`src/rtl/tgt_claim_pkg.sv`:
```
package tgt_claim_pkg;

   typedef enum logic [1:0] {
      SPD_FAST = 2'b00,
      SPD_MED  = 2'b01,
      SPD_SLOW = 2'b10,
      SPD_RSVD = 2'b11
   } speed_e;

   typedef enum logic [1:0] {
      CS_IDLE  = 2'b00,
      CS_WAIT  = 2'b01,
      CS_CLAIM = 2'b10
   } claim_st_e;

   // reserved code folds onto the slowest category
   function automatic speed_e norm_speed(input logic [1:0] code);
      speed_e s;
      if (code == 2'b11) s = SPD_SLOW;
      else               s = speed_e'(code);
      return s;
   endfunction

endpackage

```
`src/rtl/tgt_speed_decode.sv`:
```
module tgt_speed_decode
   import tgt_claim_pkg::*;
#(
   parameter int FAST_DLY = 1,
   parameter int MED_DLY  = 2,
   parameter int SLOW_DLY = 3,
   parameter int CNT_W    = 2
) (
   input  logic             clk,
   input  logic             rst_n,
   input  logic [1:0]       speed_cfg_i,
   output logic [CNT_W-1:0] dly_o,
   output logic [1:0]       stat_o
);

   localparam logic [CNT_W-1:0] FastD = CNT_W'(FAST_DLY);
   localparam logic [CNT_W-1:0] MedD  = CNT_W'(MED_DLY);
   localparam logic [CNT_W-1:0] SlowD = CNT_W'(SLOW_DLY);

   speed_e eff_spd;
   logic [1:0] stat_q;

   always_comb begin
      eff_spd = norm_speed(speed_cfg_i);
      unique case (eff_spd)
         SPD_FAST: dly_o = FastD;
         SPD_MED:  dly_o = MedD;
         default:  dly_o = SlowD;
      endcase
   end

   always_ff @(posedge clk or negedge rst_n) begin
      if (!rst_n) stat_q <= 2'b00;
      else        stat_q <= eff_spd;
   end

   assign stat_o = stat_q;


   stat_no_rsvd_chk: assert property (@(posedge clk) disable iff (!rst_n)
      stat_o != 2'b11);


   stat_follow_chk: assert property (@(posedge clk) disable iff (!rst_n)
      (speed_cfg_i != 2'b11) |=> (stat_o == $past(speed_cfg_i)));

endmodule

```
`src/rtl/tgt_claim_seq.sv`:
```
module tgt_claim_seq
   import tgt_claim_pkg::*;
#(
   parameter int SLOW_DLY = 3,
   parameter int CNT_W    = 2
) (
   input  logic             clk,
   input  logic             rst_n,
   input  logic             start_i,
   input  logic             hit_i,
   input  logic             end_i,
   input  logic [CNT_W-1:0] dly_i,
   output logic             claim_act_o,
   output logic             claim_n_o
);

   localparam logic [CNT_W-1:0] One = CNT_W'(1);

   claim_st_e        st_q;
   logic [CNT_W-1:0] cnt_q;
   logic [CNT_W-1:0] wait_cyc_q;
   logic             claim_n_q;

   always_ff @(posedge clk or negedge rst_n) begin
      if (!rst_n) begin
         st_q       <= CS_IDLE;
         cnt_q      <= '0;
         wait_cyc_q <= '0;
         claim_n_q  <= 1'b1;
      end else begin
         unique case (st_q)
            CS_IDLE: begin
               wait_cyc_q <= '0;
               if (start_i && hit_i) begin
                  if (dly_i <= One) begin
                     st_q      <= CS_CLAIM;
                     claim_n_q <= 1'b0;
                  end else begin
                     st_q  <= CS_WAIT;
                     cnt_q <= dly_i - One;
                  end
               end
            end
            CS_WAIT: begin
               wait_cyc_q <= wait_cyc_q + One;
               if (end_i) begin
                  st_q <= CS_IDLE;
               end else if (cnt_q == One) begin
                  st_q      <= CS_CLAIM;
                  claim_n_q <= 1'b0;
               end else begin
                  cnt_q <= cnt_q - One;
               end
            end
            CS_CLAIM: begin
               if (end_i) begin
                  st_q      <= CS_IDLE;
                  claim_n_q <= 1'b1;
               end
            end
            default: begin
               st_q      <= CS_IDLE;
               claim_n_q <= 1'b1;
            end
         endcase
      end
   end

   assign claim_act_o = (st_q == CS_CLAIM);
   assign claim_n_o   = claim_n_q;


   claim_hold_chk: assert property (@(posedge clk) disable iff (!rst_n)
      (!claim_n_o && !end_i) |=> !claim_n_o);


   claim_release_chk: assert property (@(posedge clk) disable iff (!rst_n)
      (!claim_n_o && end_i) |=> claim_n_o);


   nohit_idle_chk: assert property (@(posedge clk) disable iff (!rst_n)
      (st_q == CS_IDLE && start_i && !hit_i) |=> claim_n_o);


   abort_chk: assert property (@(posedge clk) disable iff (!rst_n)
      (st_q == CS_WAIT && end_i) |=> claim_n_o);


   claim_deadline_chk: assert property (@(posedge clk) disable iff (!rst_n)
      (st_q == CS_WAIT) |-> (wait_cyc_q < CNT_W'(SLOW_DLY)));

endmodule

```
`src/rtl/tgt_ready_gate.sv`:
```
module tgt_ready_gate #(
   parameter int                      NUM_LANES    = 2,
   parameter logic [NUM_LANES-1:0]    LANE_ACT_LOW = '0
) (
   input  logic                 clk,
   input  logic                 rst_n,
   input  logic                 claim_act_i,
   input  logic                 end_i,
   input  logic [NUM_LANES-1:0] req_i,
   output logic [NUM_LANES-1:0] lane_o
);

   logic open_c;
   assign open_c = claim_act_i && !end_i;

   for (genvar i = 0; i < NUM_LANES; i++) begin : g_lane
      logic lane_q;
      logic lane_on;
      if (LANE_ACT_LOW[i]) begin : g_low
         always_ff @(posedge clk or negedge rst_n) begin
            if (!rst_n) lane_q <= 1'b1;
            else        lane_q <= !(req_i[i] && open_c);
         end
         assign lane_on = !lane_q;
      end else begin : g_high
         always_ff @(posedge clk or negedge rst_n) begin
            if (!rst_n) lane_q <= 1'b0;
            else        lane_q <= req_i[i] && open_c;
         end
         assign lane_on = lane_q;
      end
      assign lane_o[i] = lane_q;


      lane_gate_chk: assert property (@(posedge clk) disable iff (!rst_n)
         $rose(lane_on) |-> ($past(claim_act_i) && $past(req_i[i])));
   end

endmodule

```
`src/rtl/tgt_claim_timer.sv`:
```
module tgt_claim_timer #(
   parameter int FAST_DLY = 1,
   parameter int MED_DLY  = 2,
   parameter int SLOW_DLY = 3
) (
   input  logic       clk,
   input  logic       rst_n,
   input  logic       txn_start_i,
   input  logic       addr_hit_i,
   input  logic       txn_end_i,
   input  logic       trdy_req_i,
   input  logic       data_oe_req_i,
   input  logic [1:0] speed_cfg_i,
   output logic       claim_n_o,
   output logic       trdy_n_o,
   output logic       data_oe_o,
   output logic [1:0] stat_speed_o
);

   localparam int CntW  = $clog2(SLOW_DLY + 1);
   localparam int Lanes = 2;

   initial begin
      fast_min_chk: assert (FAST_DLY >= 1)
         else $error("fast delay must be at least one clock");
      order_chk: assert (FAST_DLY <= MED_DLY && MED_DLY <= SLOW_DLY)
         else $error("delays must not decrease with speed");
      slow_max_chk: assert (SLOW_DLY <= 3)
         else $error("slow delay exceeds the three-clock claim limit");
   end

   logic [CntW-1:0]  dly_w;
   logic             claim_act_w;
   logic [Lanes-1:0] lane_w;

   tgt_speed_decode #(
      .FAST_DLY (FAST_DLY),
      .MED_DLY  (MED_DLY),
      .SLOW_DLY (SLOW_DLY),
      .CNT_W    (CntW)
   ) u_dec (
      .clk         (clk),
      .rst_n       (rst_n),
      .speed_cfg_i (speed_cfg_i),
      .dly_o       (dly_w),
      .stat_o      (stat_speed_o)
   );

   tgt_claim_seq #(
      .SLOW_DLY (SLOW_DLY),
      .CNT_W    (CntW)
   ) u_seq (
      .clk         (clk),
      .rst_n       (rst_n),
      .start_i     (txn_start_i),
      .hit_i       (addr_hit_i),
      .end_i       (txn_end_i),
      .dly_i       (dly_w),
      .claim_act_o (claim_act_w),
      .claim_n_o   (claim_n_o)
   );

   tgt_ready_gate #(
      .NUM_LANES    (Lanes),
      .LANE_ACT_LOW (2'b01)
   ) u_gate (
      .clk         (clk),
      .rst_n       (rst_n),
      .claim_act_i (claim_act_w),
      .end_i       (txn_end_i),
      .req_i       ({data_oe_req_i, trdy_req_i}),
      .lane_o      (lane_w)
   );

   assign trdy_n_o  = lane_w[0];
   assign data_oe_o = lane_w[1];


   trdy_after_claim_chk: assert property (@(posedge clk) disable iff (!rst_n)
      !trdy_n_o |-> !claim_n_o);


   oe_after_claim_chk: assert property (@(posedge clk) disable iff (!rst_n)
      data_oe_o |-> !claim_n_o);

endmodule

```
`config.mk`:
```
export PLATFORM = sky130hd
export DESIGN_NAME = tgt_claim_timer
export DESIGN_NICKNAME = d
export VERILOG_FILES = /design/src/rtl/tgt_claim_pkg.sv /design/src/rtl/tgt_speed_decode.sv /design/src/rtl/tgt_claim_seq.sv /design/src/rtl/tgt_ready_gate.sv /design/src/rtl/tgt_claim_timer.sv
export SDC_FILE = /design/constraint.sdc
export NUM_CORES = 1
export LEC_CHECK = 0
export BUFFER_PORTS_ARGS = -buffer_cell sky130_fd_sc_hd__buf_2
export CAP_MARGIN = 30
export CORE_AREA = 2 2 39 41
export DETAILED_ROUTE_END_ITERATION = 7
export DIE_AREA = 0 0 41 43
export SYNTH_ARGS = -nofsm -noshare
export SYNTH_HDL_FRONTEND = slang
export SYNTH_SLANG_ARGS = --single-unit
```
`constraint.sdc`:
```
create_clock -name clk -period 3.7 [get_ports clk]
set_input_delay 0.185 -clock clk [delete_from_list [all_inputs] [get_ports clk]]
set_output_delay 0.185 -clock clk [all_outputs]
set_load 0.01 [all_outputs]
```
# Word-level counts from Yosys, hierarchy flattened
# Index checks and enable logic that the tools add are counted.
[op_classes] n_addsub=2 magnitude_cmp=1 eq_ne=13 mux=19 n_reduce_logical=12
[op_table] operator="2-to-1 mux 2 bit" count=10
[op_table] operator="AND reduction 5 bit" count=2
[op_table] operator="inequality test 2 bit (second input constant)" count=4
[op_table] operator="one-hot mux 2 bit (2 select lines)" count=2
[op_table] operator="equality test 2 x 1 -> 1 bit (second input constant)" count=3
[op_table] operator="inequality test 2 x 1 -> 1 bit (second input constant)" count=3
[op_table] operator="one-hot mux 2 bit (3 select lines)" count=1
[op_table] operator="2-to-1 mux 1 bit" count=5
[op_table] operator="equality test 2 bit (second input constant)" count=2
[op_table] operator="logical AND 1 bit" count=4
[op_table] operator="logical NOT 2 bit" count=2
[op_table] operator="subtractor 2 x 1 -> 2 bit (second input constant)" count=2
[op_table] operator="inequality test 3 x 2 -> 1 bit (second input constant)" count=1
[op_table] operator="one-hot mux 1 bit (3 select lines)" count=1
[op_table] operator="AND reduction 3 bit" count=1
[op_table] operator="less-or-equal comparator 2 x 1 -> 1 bit (second input constant)" count=1
[op_table] operator="logical NOT 1 bit" count=2
[op_table] operator="nonzero test 2 bit" count=1
[word_totals] register_bits=9 inputBits=9 output_inout_bits=5 wordCells=53

# Depth between registers and ports, before layout
[depth] word_depth=8 mapped_depth=5 depth_no_buf=5

# Cells and area by module
# From an unflattened synthesis, not the netlist that was laid out.
[unflattened] hier_cells=46 hier_area_um2=500.5
[modules_own_cells] module="tgt_claim_seq" instances=1 cells_each=34 area_each_um2=345.3 seq_area_each_um2=126.4
[modules_own_cells] module="tgt_ready_gate" instances=1 cells_each=6 area_each_um2=82.6 seq_area_each_um2=51.3
[modules_own_cells] module="tgt_speed_decode" instances=1 cells_each=6 area_each_um2=72.6 seq_area_each_um2=50.0

# Worst setup path after synthesis
# OpenSTA, ideal clock, no wires.
[synth_path] path_type="reg2reg" start="register u_seq.cnt_q[0]" end="register u_seq.cnt_q[1]" setup_ps=123 t_arrival_ps=1192 required_ps=3577 setup_slack_ps=2385 path_stages_with_launch=5 path_buffers=0 period_less_slack_ps=1315 cell_sequence="dfrtp_1 > ha_1 > nor3_1 > nand2_1 > o221a_1"
[synth_between] elab_chain_len=4 word_cells_on_any_way=7 cone_classes="add/sub: 1; eq/ne: 2; mux: 3; reduce/logical: 1"
[synth_lines] item="start, declared" line="tgt_claim_seq.sv:20" text="logic [CNT_W-1:0] cnt_q;"
[synth_lines] item="start signal, assigned" line="tgt_claim_seq.sv:40" text="cnt_q <= dly_i - One;"
[synth_lines] item="start signal, assigned" line="tgt_claim_seq.sv:52" text="cnt_q <= cnt_q - One;"
[synth_lines] item="subtractor 2 x 1 -> 2 bit" line="tgt_claim_seq.sv:52"
[synth_lines] item="2-to-1 mux 2 bit" line="tgt_claim_seq.sv:48" text="end else if (cnt_q == One) begin"
[synth_lines] item="2-to-1 mux 2 bit" line="tgt_claim_seq.sv:46" text="if (end_i) begin"
[synth_lines] item="one-hot mux 2 bit (2 select lines)" line="tgt_claim_seq.sv:31" text="unique case (st_q)"
# Several ways; a longest one is shown, not always the timed one. The select of a mux whose other input is x is not followed.
# A chain may end at the register's enable or synchronous reset.

# Worst setup path in the final report
# Same ends and word-level chain as after synthesis.

==> results.md <==
- Status: finished, final reports clean
- Max VDD drop: 217 uV
- Die Ht: 43 um
- # setup viols final: 0
- Yosys reg bits: 9
- Hold crit path type: input port to flip-flop
- Non-Filler Instances: 74
- Setup bufs post-CTS: 0
- Initial Util: 33.7%
- Synth unique cells: 24
- Setup Total Neg Slack: 0 ps
- Reg-to-reg critical path startpoint: u_seq.cnt_q[0]
- Cell Area, Placed: 548 um^2
- Clock Skews: 3.07 ps
- Congestion Overflow GR: 0
- Yosys top cell area share: 37.5%
- Num CTS Buffers: 3
- Num rows: 14
- Post-synth top cells: 7 x dfrtp_1, 4 x a21oi_1, 4 x nand2_1, 3 x nor3_1
- Gpl congestion: 0.777
- Crit-path max cell delay: 410 ps
- EDFF count, synth: 0
- CP max stage cell: dfrtp_1
- Vias per cell: 4.96
- Data required, critical path: 3900 ps
- Final ANT Viol Nets: 0
- Worst reg2reg setup slack: 2270 ps
- Setup Slack @ Placement: 2280 ps
- Drt pass-1 iters: 4
- Critical path class: flip-flop to flip-flop
- Crit-path cells: ha_1 > nor4b_4 > a2bb2oi_1 > o221a_1
- Fin area: 584 um^2
- Ys Warns: 0
- Synthesized Nets: 51
- Levels on crit path: 4
- Top-level I/O count: 14
- Pwr dens: 577 nW/um^2
- Worst EP arrival: 1630 ps
- Relative slew slack: 78.2%
- Critical-path maximum fanout: 5
- Core Footprint: 1380 um^2
- Post-synth ARST share: 100%
- Cell taking the most area after synthesis: dfrtp_1
- Final WL: 935 um
- Fill cells: 145
- Clk sinks: 9
- Port buffer count: 13
- LEAKAGE: 0.258 nW
- Worst Reg-to-Reg Cells: 4
- Power Total: 337 uW
- Wirelength per Cell: 12.6 um
- Crit end category: flip-flop
- Die Area: 1760 um^2
- Top achievable clock speed: 0.699 GHz
- CTS tree: built
- Most numerous cell in the Yosys netlist: dfrtp_1
- Pin count of the biggest net entering global routing: 10
- Fin crit share: 38.7%
- CTS root buffer: clkbuf_4
- Max-slew violations: 0
- Setup slack after layout: 2270 ps
- Clk slew on worst S/H paths: 60 ps
- Chip width: 41 um
- Drt first-iter violations: 5
- Crit path launch: u_seq.cnt_q[0]
- Via Count: 367
- Startpoint Class: flip-flop
- Synth Cell Area: 467 um^2
- Critical path's top delay family: flip-flops
- H-tree levels: 1
- Remaining DRCs: 0
- Synth Instances: 41
- Clk buf depth: 2
- Post-synthesis sequential area ratio: 48.8%
- Clk_lat worst skew: 260 ps
- Final min period: 1430 ps
- First-pass GRT wire length: 1.50 mm
- Unrepaired setup endpoints after global routing: false
- Critical Path End: u_seq.cnt_q[1]
- Max-cap check violation count: 0
- Diodes inserted: 0
- Final Hold Fails: 0
- Buffers plus inverters on the worst setup path: 0
- Avg Inst Size Synth: 11.4 um^2
- Placed insts: 69
- Antenna violations before repair: 0
- Nets: 69
- Final HPWL DP: 714 um
- Ys flop type: dfrtp_1
- Share of cells above drive strength 1: 39.7%
- Least-Margin Pin Slew: 327 ps
- Area contributors post-synth: dfrtp_1 38%, dfstp_2 11%, nor4bb_4 5.4%
- Area Growth Syn to Fin: 25.2%
- Vias in the first global route: 347
- Reg-to-Reg End: u_seq.cnt_q[1]
- GRT Total Usage: 12.9%
==> logic make-up (layout without fill, tap and decap cells) <==
kind of cell / after synthesis / in the layout / share of synthesized area, %
buffers and inverters: 3 / 20 / 2.41
AOI/OAI and AO/OA: 10 / 10 / 15.8
DFF: 9 / 9 / 48.8
and+or+nand+nor: 18 / 18 / 30.3
adders and majority gates: 1 / 1 / 2.68
==> cell type report <==
type / count / area [um^2] / share of cell area [%]
inverters: 2 / 7.51 / 1.28
multi-input cells: 29 / 228 / 39.0
clock buffers: 4 / 26.3 / 4.50
repair buffers: 14 / 75.1 / 12.8
flip-flops and latches: 9 / 228 / 39.0
well taps: 16 / 20.0 / 3.43
==> where the power goes <==
group          switching (mW)  internal (mW)
sequential             0.0246          0.123
clock                  0.0333         0.0415
combinational          0.0531         0.0615
==> registers in the layout, indices dropped and copies added (netlist names) <==
| name | cells |
|---|---|
| u_seq.cnt_q | 2 |
| u_seq.claim_n_o | 1 |
| u_gate.g_lane.lane_q | 1 |
| u_seq.st_q | 2 |
| u_dec.stat_o | 2 |
| u_gate.g_lane.lane_on | 1 |
==> through the flow <==
step           hold slack (ps)  util (%)
2_1_floorplan             -111         -
5_1_grt                   51.1      42.2
3_5_place_dp              42.7      39.6
3_3_place_gp              46.5      39.6
4_1_cts                   35.1      42.2
6_report                  39.5      42.2
==> cells in the final DEF, fill, tap and decap left out, types with 2 or more instances in the layout <==
| master | n |
|---|---|
| nand3b_1 | 2 |
| nand2_1 | 4 |
| dfstp_2 | 2 |
| inv_1 | 2 |
| a21oi_1 | 4 |
| dfrtp_1 | 7 |
| nor3_1 | 3 |
| clkbuf_4 | 3 |
| buf_2 | 13 |
==> worst reg2reg max path, stage by stage, from the launching register on <==
cell and delay [ps]:
dfrtp_1 410, ha_1 290, nor4b_4 290, a2bb2oi_1 190, o221a_1 190
==> layer usage <==
layer,up-vias,track usage [%],routed length [um]
li1,184,-,-
met1,172,15.5,447
met2,9,19.4,450
met3,2,3.14,29
met4,0,8.00,8
met5,-,0,0
==> how the worst min path moves through the flow <==
stage	end	start	cells after the start	slack [ps]
floorplan	u_dec.stat_o[0]	rst_n	0	-110
global placement	u_gate.g_lane[1].lane_on	rst_n	1	50
detailed placement	u_gate.g_lane[1].lane_on	rst_n	1	40
CTS	u_gate.g_lane[0].lane_q	trdy_req_i	2	40
global route	u_gate.g_lane[0].lane_q	trdy_req_i	2	50
finish	u_gate.g_lane[0].lane_q	trdy_req_i	2	40
==> what timing repair did <==
action / in CTS / in global routing
gates resized for setup: 0 / 0
endpoints found under the hold margin: 9 / 0
setup endpoints to repair: 0 / 0
hold buffers: 1 / 0
(Power assumes the default switching activity.)
